## src/rtl/cmdring_pkg.sv

```systemverilog
package cmdring_pkg;
    localparam int REG_AW = 3;

    localparam logic [REG_AW-1:0] RA_CTRL = 3'd0;
    localparam logic [REG_AW-1:0] RA_SIZE = 3'd1;
    localparam logic [REG_AW-1:0] RA_BASE = 3'd2;
    localparam logic [REG_AW-1:0] RA_WPTR = 3'd3;
    localparam logic [REG_AW-1:0] RA_RPTR = 3'd4;

    localparam int          RP_RST_BIT = 15;
    localparam logic [15:0] PTR_DEAD   = 16'hFFFF;

    typedef enum logic [1:0] {
        FS_IDLE = 2'd0,
        FS_REQ  = 2'd1,
        FS_WAIT = 2'd2,
        FS_OUT  = 2'd3
    } fetch_state_e;
endpackage

```

## src/rtl/cmdring_regs.sv

```systemverilog
module cmdring_regs
    import cmdring_pkg::*;
#(
    parameter int ADDR_W = 32,
    parameter int DATA_W = 32,
    parameter int PTR_W  = 8
) (
    input  logic              clk,
    input  logic              rst_n,
    input  logic              pwr_down,
    input  logic              wr_en,
    input  logic [REG_AW-1:0] addr,
    input  logic [DATA_W-1:0] wdata,
    output logic [DATA_W-1:0] rdata,
    input  logic              rp_adv,
    output logic              run,
    output logic              hold,
    output logic [ADDR_W-1:0] base,
    output logic [PTR_W-1:0]  wp,
    output logic [PTR_W-1:0]  rp,
    output logic [PTR_W-1:0]  rp_next
);
    localparam logic [PTR_W-1:0] MASK_SMALL = PTR_W'(1);
    localparam logic [PTR_W-1:0] MASK_MID   = PTR_W'(15);

    typedef struct packed {
        logic              run;
        logic [1:0]        size;
        logic [ADDR_W-1:0] base;
        logic [PTR_W-1:0]  wp;
        logic [PTR_W-1:0]  rp;
        logic              hold;
    } regs_t;

    regs_t q, d;
    logic [PTR_W-1:0] mask;
    logic [15:0]      rp_view;

    always_comb begin
        case (q.size)
            2'd0:    mask = MASK_SMALL;
            2'd1:    mask = MASK_MID;
            default: mask = '1;
        endcase
    end

    always_comb begin
        d = q;
        if (wr_en) begin
            case (addr)
                RA_CTRL: d.run  = wdata[0];
                RA_SIZE: d.size = wdata[1:0];
                RA_BASE: d.base = {wdata[ADDR_W-1:2], 2'b00};
                RA_WPTR: d.wp   = wdata[PTR_W-1:0] & mask;
                default: ;
            endcase
        end
        if (wr_en && addr == RA_RPTR) begin
            if (wdata[RP_RST_BIT]) begin
                d.hold = 1'b1;
                d.rp   = '0;
            end else if (q.hold) begin
                d.hold = 1'b0;
            end
        end else if (rp_adv) begin
            d.rp = (q.rp + PTR_W'(1)) & mask;
        end
    end

    always_ff @(posedge clk or negedge rst_n) begin
        if (!rst_n) q <= '0;
        else        q <= d;
    end

    always_comb begin
        rp_view                  = '0;
        rp_view[PTR_W-1:0]       = q.rp;
        rp_view[RP_RST_BIT]      = q.hold;
        rdata                    = '0;
        case (addr)
            RA_CTRL: rdata[0]            = q.run;
            RA_SIZE: rdata[1:0]          = q.size;
            RA_BASE: rdata[ADDR_W-1:0]   = q.base;
            RA_WPTR: rdata[15:0]         = pwr_down ? PTR_DEAD : 16'(q.wp);
            RA_RPTR: rdata[15:0]         = pwr_down ? PTR_DEAD : rp_view;
            default: rdata               = '0;
        endcase
    end

    assign run     = q.run;
    assign hold    = q.hold;
    assign base    = q.base;
    assign wp      = q.wp;
    assign rp      = q.rp;
    assign rp_next = (q.rp + PTR_W'(1)) & mask;
endmodule

```

## src/rtl/cmdring_fetch.sv

```systemverilog
module cmdring_fetch
    import cmdring_pkg::*;
#(
    parameter int ADDR_W = 32,
    parameter int DATA_W = 32,
    parameter int PTR_W  = 8
) (
    input  logic              clk,
    input  logic              rst_n,
    input  logic              run,
    input  logic              hold,
    input  logic              ptr_ne,
    input  logic [ADDR_W-1:0] base,
    input  logic [PTR_W-1:0]  rp_next,
    output logic              rp_adv,
    output logic              mem_req,
    input  logic              mem_gnt,
    output logic [ADDR_W-1:0] mem_addr,
    input  logic              mem_rvalid,
    input  logic [DATA_W-1:0] mem_rdata,
    output logic              cmd_valid,
    input  logic              cmd_ready,
    output logic [DATA_W-1:0] cmd_word
);
    localparam int OFS_W = PTR_W + 2;

    typedef struct packed {
        fetch_state_e      state;
        logic [ADDR_W-1:0] addr;
        logic [DATA_W-1:0] word;
    } fetch_t;

    fetch_t q, d;
    logic [OFS_W-1:0] ofs;

    assign ofs = {rp_next, 2'b00};

    always_comb begin
        d      = q;
        rp_adv = 1'b0;
        case (q.state)
            FS_IDLE: begin
                if (run && !hold && ptr_ne) begin
                    d.state = FS_REQ;
                    d.addr  = base + ADDR_W'(ofs);
                end
            end
            FS_REQ: begin
                if (mem_gnt) begin
                    rp_adv  = 1'b1;
                    d.state = FS_WAIT;
                end
            end
            FS_WAIT: begin
                if (mem_rvalid) begin
                    d.word  = mem_rdata;
                    d.state = FS_OUT;
                end
            end
            FS_OUT: begin
                if (cmd_ready) d.state = FS_IDLE;
            end
            default: d.state = FS_IDLE;
        endcase
    end

    always_ff @(posedge clk or negedge rst_n) begin
        if (!rst_n) q <= '{state: FS_IDLE, addr: '0, word: '0};
        else        q <= d;
    end

    assign mem_req   = (q.state == FS_REQ);
    assign mem_addr  = q.addr;
    assign cmd_valid = (q.state == FS_OUT);
    assign cmd_word  = q.word;
endmodule

```

## src/rtl/cmdring_engine.sv

```systemverilog
module cmdring_engine
    import cmdring_pkg::*;
#(
    parameter int ADDR_W = 32,
    parameter int DATA_W = 32,
    parameter int PTR_W  = 8
) (
    input  logic              clk,
    input  logic              rst_n,
    input  logic              pwr_down,
    input  logic              reg_wr_en,
    input  logic [REG_AW-1:0] reg_addr,
    input  logic [DATA_W-1:0] reg_wdata,
    output logic [DATA_W-1:0] reg_rdata,
    output logic              mem_req,
    input  logic              mem_gnt,
    output logic [ADDR_W-1:0] mem_addr,
    input  logic              mem_rvalid,
    input  logic [DATA_W-1:0] mem_rdata,
    output logic              cmd_valid,
    input  logic              cmd_ready,
    output logic [DATA_W-1:0] cmd_word,
    output logic [3:0]        cmd_codec
);
    logic              ctl_run;
    logic              rp_hold;
    logic              rp_adv;
    logic [ADDR_W-1:0] ring_base;
    logic [PTR_W-1:0]  wp;
    logic [PTR_W-1:0]  rp;
    logic [PTR_W-1:0]  rp_next;

    cmdring_regs #(.ADDR_W(ADDR_W), .DATA_W(DATA_W), .PTR_W(PTR_W)) u_regs (
        .clk     (clk),
        .rst_n   (rst_n),
        .pwr_down(pwr_down),
        .wr_en   (reg_wr_en),
        .addr    (reg_addr),
        .wdata   (reg_wdata),
        .rdata   (reg_rdata),
        .rp_adv  (rp_adv),
        .run     (ctl_run),
        .hold    (rp_hold),
        .base    (ring_base),
        .wp      (wp),
        .rp      (rp),
        .rp_next (rp_next)
    );

    cmdring_fetch #(.ADDR_W(ADDR_W), .DATA_W(DATA_W), .PTR_W(PTR_W)) u_fetch (
        .clk       (clk),
        .rst_n     (rst_n),
        .run       (ctl_run),
        .hold      (rp_hold),
        .ptr_ne    (wp != rp),
        .base      (ring_base),
        .rp_next   (rp_next),
        .rp_adv    (rp_adv),
        .mem_req   (mem_req),
        .mem_gnt   (mem_gnt),
        .mem_addr  (mem_addr),
        .mem_rvalid(mem_rvalid),
        .mem_rdata (mem_rdata),
        .cmd_valid (cmd_valid),
        .cmd_ready (cmd_ready),
        .cmd_word  (cmd_word)
    );

    assign cmd_codec = cmd_word[DATA_W-1:DATA_W-4];
endmodule

```

## config.mk

```make
export PLATFORM = sky130hd
export DESIGN_NAME = cmdring_engine
export DESIGN_NICKNAME = d
export VERILOG_FILES = /design/src/rtl/cmdring_pkg.sv /design/src/rtl/cmdring_regs.sv /design/src/rtl/cmdring_fetch.sv /design/src/rtl/cmdring_engine.sv
export SDC_FILE = /design/constraint.sdc
export NUM_CORES = 1
export LEC_CHECK = 0
export BUFFER_PORTS_ARGS = -buffer_cell sky130_fd_sc_hd__clkbuf_2
export CAP_MARGIN = 40
export CORE_UTILIZATION = 55
export DETAILED_ROUTE_END_ITERATION = 10
export HOLD_SLACK_MARGIN = 0.12
export PLACE_DENSITY = 0.87
export SYNTH_ARGS = -nofsm -noshare
export SYNTH_HDL_FRONTEND = slang
export SYNTH_SLANG_ARGS = --single-unit
```

## constraint.sdc

```tcl
create_clock -name clk -period 5.9 [get_ports clk]
set_input_delay 0 -clock clk [delete_from_list [all_inputs] [get_ports clk]]
set_output_delay 0 -clock clk [all_outputs]
set_load 0.01 [all_outputs]
```

==> results of run 1 <==
==> worst paths after layout <==
path	depth (start not counted)	slack [ps]	end	startpoint
worst max-delay path	10	2530	u_fetch.mem_addr[31]	u_regs.rp[0]
worst min-delay path	2	160	u_fetch.mem_addr[27]	rst_n
worst max register to register	10	2530	u_fetch.mem_addr[31]	u_regs.rp[0]
worst min register to register	2	490	u_fetch.mem_addr[5]	u_fetch.mem_addr[5]
max in group asynchronous	3	4490	u_fetch.cmd_word[4]	rst_n
min in group clk	4	160	u_regs.q[49]	reg_addr[2]
==> logic make-up (layout without fill, tap and decap cells) <==
family | after synthesis | count (layout) | synth area share [%]
other cells | 1 | 2 | 0.0580
simple gates | 177 | 177 | 14.6
xor+xnor | 23 | 23 | 3.12
buf+inv | 112 | 302 | 10.7
compound gates | 119 | 119 | 12.9
flops | 114 | 114 | 44.1
fa+ha+maj | 14 | 14 | 2.83
mux | 67 | 67 | 11.7
==> per-stage QoR <==
stage               power [mW]  cell area [um2]  instances
detailed placement        2.48             7000        859
floorplan                 2.27             6470        628
CTS                       3.59             8330        961
global route              3.79             8330        961
finish                    3.61             8330        961
global placement          2.39             6930        855
==> cell usage after synthesis (2+ instances only) <==
library cell	number	area (um2)
o31a_1	2	17.5
inv_1	18	67.6
o21ai_0	37	185
nor4_2	2	25.0
o221ai_1	2	17.5
a211oi_1	6	45.0
nor2_1	17	63.8
o31ai_1	4	30.0
xnor2_1	10	87.6
nand2b_1	3	18.8
a2111oi_2	2	30.0
or4_2	3	26.3
xor2_1	13	114
or3_2	2	15.0
nand4b_1	2	17.5
a31oi_1	9	56.3
buf_2	9	45.0
o311ai_0	4	35.0
a22o_1	6	52.6
or4_1	6	45.0
nand4_1	5	31.3
a21oi_1	9	45.0
mux2_2	66	743
nand3_1	25	125
clkbuf_1	12	45.0
dfrtp_1	114	2850
a21o_1	11	82.6
and3_1	6	37.5
buf_1	3	11.3
and2_1	24	150
buf_4	70	526
nor2b_1	5	31.3
nor3b_1	2	15.0
o211ai_1	7	52.6
ha_1	13	163
a221o_1	7	70.1
nand2_1	62	233
or3_1	4	25.0
nor3_1	2	10.0
==> registers in the layout (all words and copies together), names as in the netlist <==
register,flops
u_regs.q,2
u_regs.hold,1
u_fetch.q,2
u_regs.rp,8
u_regs.base,30
u_regs.wp,8
u_fetch.mem_addr,30
u_fetch.cmd_word,32
u_regs.run,1
==> repair_timing <==
action,CTS,global route
hold buffers,73,0
hold endpoints to repair,128,0
endpoints found under the setup margin,0,0
buffers inserted,0,0
==> worst register-to-register path, cell delays in order (launching register included) <==
cell	delay, ps
dfrtp_1	460
ha_1	250
nand3_1	100
xnor2_1	130
and2_1	180
ha_1	360
and3_1	220
a211oi_1	760
a21o_1	480
o21ai_0	160
a31oi_1	180
==> power by group <==
group          leakage (nW)  internal [mW]  total, mW  switching (mW)
clock network         0.298          0.710       1.05           0.339
registers              1.40           1.08       1.35           0.269
logic                  2.29          0.573       1.21           0.640
total                  3.99           2.36       3.61            1.25
==> routing by layer <==
metal  GRT usage [%]  wire [um]  vias to the layer above
met3            8.01       1310                       80
met4            15.8        758                        0
li1                -          -                     2534
met2            52.4       8930                      303
met5               0          0                        -
met1            34.2       6690                     2693
==> layout make-up <==
class	count	area [um2]
fill	794	3090
clock buffer	24	502
timing repair buffer	255	1710
sequential	114	2850
clock inverter	5	100
multi-input combinational	402	2920
tap	143	179
inverter	18	67.6
==> impl_results.md, run 1 <==
* Status: completed
* Startpoint types: register
* Root buffer cell: clkbuf_16
* Synth-to-Final Area Change at 28.8%
* Least-Margin Pin Slew at 900 ps
* PD cells at 433 nW/um2
* Clock Skew at 7.39 ps
* WP buf/inv at 0
* DP HPWL at 11600 um
* Port bufs at 173
* Synthesis Warnings at 0
* Number of synthesized flops with an enable pin at 0
* Mapped Area at 6460 um2
* PnR worst setup slack at 2530 ps
* Nets@finish at 896
* Global-route usage over all layers at 30.3%
* Worst rel slew slack at 39.6%
* Total CTS buffers at 17
* ANT cells at 0
* Leading cell type in the layout, fill and taps excluded: clkbuf_2
* Crit end category: register
* DR pass1 iterations at 7
* CP max stage delay at 760 ps
* Reg clk slew, reported paths at 50 ps
* Min Tclk post-route at 3370 ps
* Avg Inst Size Synth at 10.3 um2
* Clock Tree Buf Depth at 2
* Number of global-route vias before repair at 5804
* Cells after synthesis at 627
* Setup TNS at 0 ps
* GPL Wtd Cong at 0.904
* Final period util at 57.1%
* Synth Flop Type: dfrtp_1
* RSZ-0062 raised after global routing: no
* Synthesized flop and latch total at 114
* Gr ovfl total at 0
* Post-synthesis sequential area ratio at 44.1%
* Worst path required time at 6230 ps
* Share of layout cells above drive strength 1 at 35.3%
* Post-route ant nets at 0
* F_max at 297 MHz
* Starting Density at 56.6%
* Initial antenna violation count at 0
* Largest net degree at the start of global routing at 64
* Core ar. at 11400 um2
* CTS tree: yes
* CP arrival at 3700 ps
* Die Wd at 110 um
* Htree depth at 4
* Final Util at 72.9%
* Peak VDD IR at 0.000320 V
* Via count at 5610
* Final setup fails at 0
* Slew Viols, Final at 0
* DRC at 0
* Critical-path top delay cell: a211oi_1
* Most frequent cells in the layout: clkbuf_2 (172), dfrtp_1 (114), dlygate4sd3_1 (73)
* CTS Sinks at 114
* Skew-Pair Late Insertion Delay at 420 ps
* Fraction of registers with async set/reset at 100%
* DIE HEIGHT at 110 um
* Cell row count at 39
* Worst hold slack at 161 ps
* First-pass GRT wire length at 29000 um
* Drt total wl at 17700 um
* Post-synth cell types at 62
* Hold Crit Class: input port to asynchronous set/reset pin
* CP Cell Sequence: ha_1 > nand3_1 > xnor2_1 > and2_1 > ha_1 > and3_1 > a211oi_1 > a21o_1 > o21ai_0 > a31oi_1
* Initial DRC Count at 285
* Critical path type: register to register
* CP dominant cell by count: ha_1
* Critical Path Fanout Max at 16
* Max Cap Viol at 0
* Lkg Pwr at 3.99 nW
* WL per Instance at 18.4 um
* Cts repair resizes at 0
* IO Pins at 176
* Dpl ws at 2600 ps
* Via density at 5.84
* Die ar. at 12200 um2
* Hold Fails Final Rpt at 0
* Cell family contributing the most delay on the critical path: compound AO/OA/AOI/OAI gates
(Power assumes the default switching activity.)
==> inputs of run 2 (changes only) <==
--- a/config.mk
+++ b/config.mk
@@ -7,10 +7,10 @@
 export LEC_CHECK = 0
 export BUFFER_PORTS_ARGS = -buffer_cell sky130_fd_sc_hd__clkbuf_2
 export CAP_MARGIN = 40
-export CORE_UTILIZATION = 55
+export CORE_UTILIZATION = 53
 export DETAILED_ROUTE_END_ITERATION = 10
 export HOLD_SLACK_MARGIN = 0.12
-export PLACE_DENSITY = 0.87
+export PLACE_DENSITY = 0.85
 export SYNTH_ARGS = -nofsm -noshare
 export SYNTH_HDL_FRONTEND = slang
 export SYNTH_SLANG_ARGS = --single-unit
==> constraint.sdc (replaced) <==
create_clock -name clk -period 3.5 [get_ports clk]
set_input_delay 0 -clock clk [delete_from_list [all_inputs] [get_ports clk]]
set_output_delay 0 -clock clk [all_outputs]
set_load 0.01 [all_outputs]
==> run 2 against run 1 <==
  * Power up 70%
  * Clock skew shrank 1.4 ps
  * Final area increased by 1.2%
  * Critical path depth unchanged
  * Utilization is 0.65 points lower
  * Fmax up 5.5%
==> impl_results.md, run 2 (synthesized netlist as in run 1, its figures left out) <==
* DP HPWL at 11500 um
* Setup TNS at 0 ps
* Core ar. at 11700 um2
* Hold Fails Final Rpt at 0
* Hold path depth at 4
* Port bufs at 173
* Endpoint, Worst Hold: u_regs.q[49]
* Reg clk slew, reported paths at 50 ps
* Post-CTS Setup Bufs at 0
* ANT cells at 0
* Die ar. at 12600 um2
* Worst Reg-to-Reg Cells at 10
* Critical Path Fanout Max at 16
* DR pass1 iterations at 5
* CTS tree: yes
* Peak VDD IR at 0.000509 V
* Starting Density at 55.4%
* Slew Viols, Final at 0
* Cell row count at 39
* Gr ovfl total at 0
* Final Cell Area at 8430 um2
* Synth-to-Final Area Change at 30.4%
* First-pass GRT wire length at 28300 um
* Final period util at 91.3%
* IO Pins at 176
* Initial antenna violation count at 0
* Final setup fails at 0
* Worst reg2reg path endpoint: u_fetch.mem_addr[21]
* Via density at 5.68
* Number of global-route vias before repair at 5601
* Max Cap Viol at 0
* DRC at 0
* FF-to-FF Start: u_regs.rp[0]
* Status: completed
* Share of layout cells above drive strength 1 at 36.5%
* Cts repair resizes at 0
* F_max at 313 MHz
* # hold bufs at CTS at 74
* Total CTS buffers at 17
* Nets@finish at 904
* PD cells at 727 nW/um2
* Startpoint types: register
* Die Wd at 112 um
* Worst rel slew slack at 49.1%
* Area post-placement at 7050 um2
* Power, Total at 6.13 mW
* Critical path type: register to register
* Max FFs per register at 32
* Skew-Pair Late Insertion Delay at 420 ps
* Clock Skew at 6.03 ps
* Worst path required time at 3840 ps
* Root buffer cell: clkbuf_16
* CTS Sinks at 114
* Via count at 5519
* RSZ-0062 raised after global routing: no
* Global-route usage over all layers at 29.2%
* Htree depth at 4
* DIE HEIGHT at 112 um
* Clock Tree Buf Depth at 2
* Leading cell type in the layout, fill and taps excluded: clkbuf_2
* Most frequent cells in the layout: clkbuf_2 (172), dfrtp_1 (114), dlygate4sd3_1 (73)
* Post-route ant nets at 0
* Hold Crit Class: input port to register
* WL per Instance at 18.1 um
* Crit end category: register
* CP arrival at 3530 ps
* Largest net degree at the start of global routing at 58
* Initial DRC Count at 305
* Min Tclk post-route at 3190 ps
* Least-Margin Pin Slew at 764 ps
* Lkg Pwr at 4.03 nW
* GPL Wtd Cong at 0.897
* Hold_sp: reg_addr[2]
* Drt total wl at 17500 um
* Flop2flop setup slack at 310 ps
[run 2: cell count changes in the layout (fill, tap and decap cells not counted), sizes merged]
cell,change
clkbuf,-1
buf,+8
clkinvlp,+2
clkinv,+1
[run 2: area by class of cell]
class / instances / area (um2)
multi-input combinational: 402 / 2920
timing repair buffer: 263 / 1780
clock buffer: 23 / 508
inverter: 18 / 67.6
tap: 143 / 179
clock inverter: 8 / 124
fill: 831 / 3230
sequential: 114 / 2850
[run 2: report_power, final]
| group | total [mW] | leakage (nW) | switching (mW) | internal [mW] |
|---|---|---|---|---|
| clock | 1.82 | 0.307 | 0.595 | 1.23 |
| sequential | 2.25 | 1.40 | 0.435 | 1.82 |
| combinational | 2.06 | 2.33 | 1.08 | 0.976 |
[run 2: through the flow]
stage / hold slack [ps] / util [%] / std cells / worst slack (ps)
after floorplan: -296 / - / 628 / 618
after global placement: 210 / 60.1 / 864 / 531
after detailed placement: -27.8 / 60.4 / 866 / 394
after CTS: 135 / 72.3 / 971 / 357
after global routing: 199 / 72.3 / 971 / 118
final: 181 / 72.3 / 971 / 305
[run 2: metal layers]
layer | up-vias | GRT usage, % | wire, um
li1 | 2549 | - | -
met1 | 2658 | 33.0 | 6700
met2 | 264 | 51.3 | 9030
met3 | 48 | 6.80 | 1160
met4 | 0 | 15.6 | 646
met5 | - | 0 | 0
[run 2: how the worst max path moves through the flow]
| stage | start | end | slack, ps |
|---|---|---|---|
| detailed placement | u_regs.rp[2] | u_fetch.mem_addr[21] | 390 |
| finish | u_regs.rp[0] | u_fetch.mem_addr[21] | 310 |
| global route | u_regs.rp[0] | u_fetch.mem_addr[21] | 120 |
| global placement | u_regs.rp[2] | u_fetch.mem_addr[21] | 530 |
| floorplan | u_regs.rp[0] | u_fetch.mem_addr[31] | 620 |
| CTS | u_regs.rp[2] | u_fetch.mem_addr[21] | 360 |
[run 2: critical path: stages, from the launching register on]
cell,delay [ps]
dfrtp_1,480
and3_1,260
nand3_1,100
xnor2_1,140
and2_1,180
ha_1,380
or3_1,170
a31oi_1,190
a21o_1,380
or4_2,660
a31oi_1,180
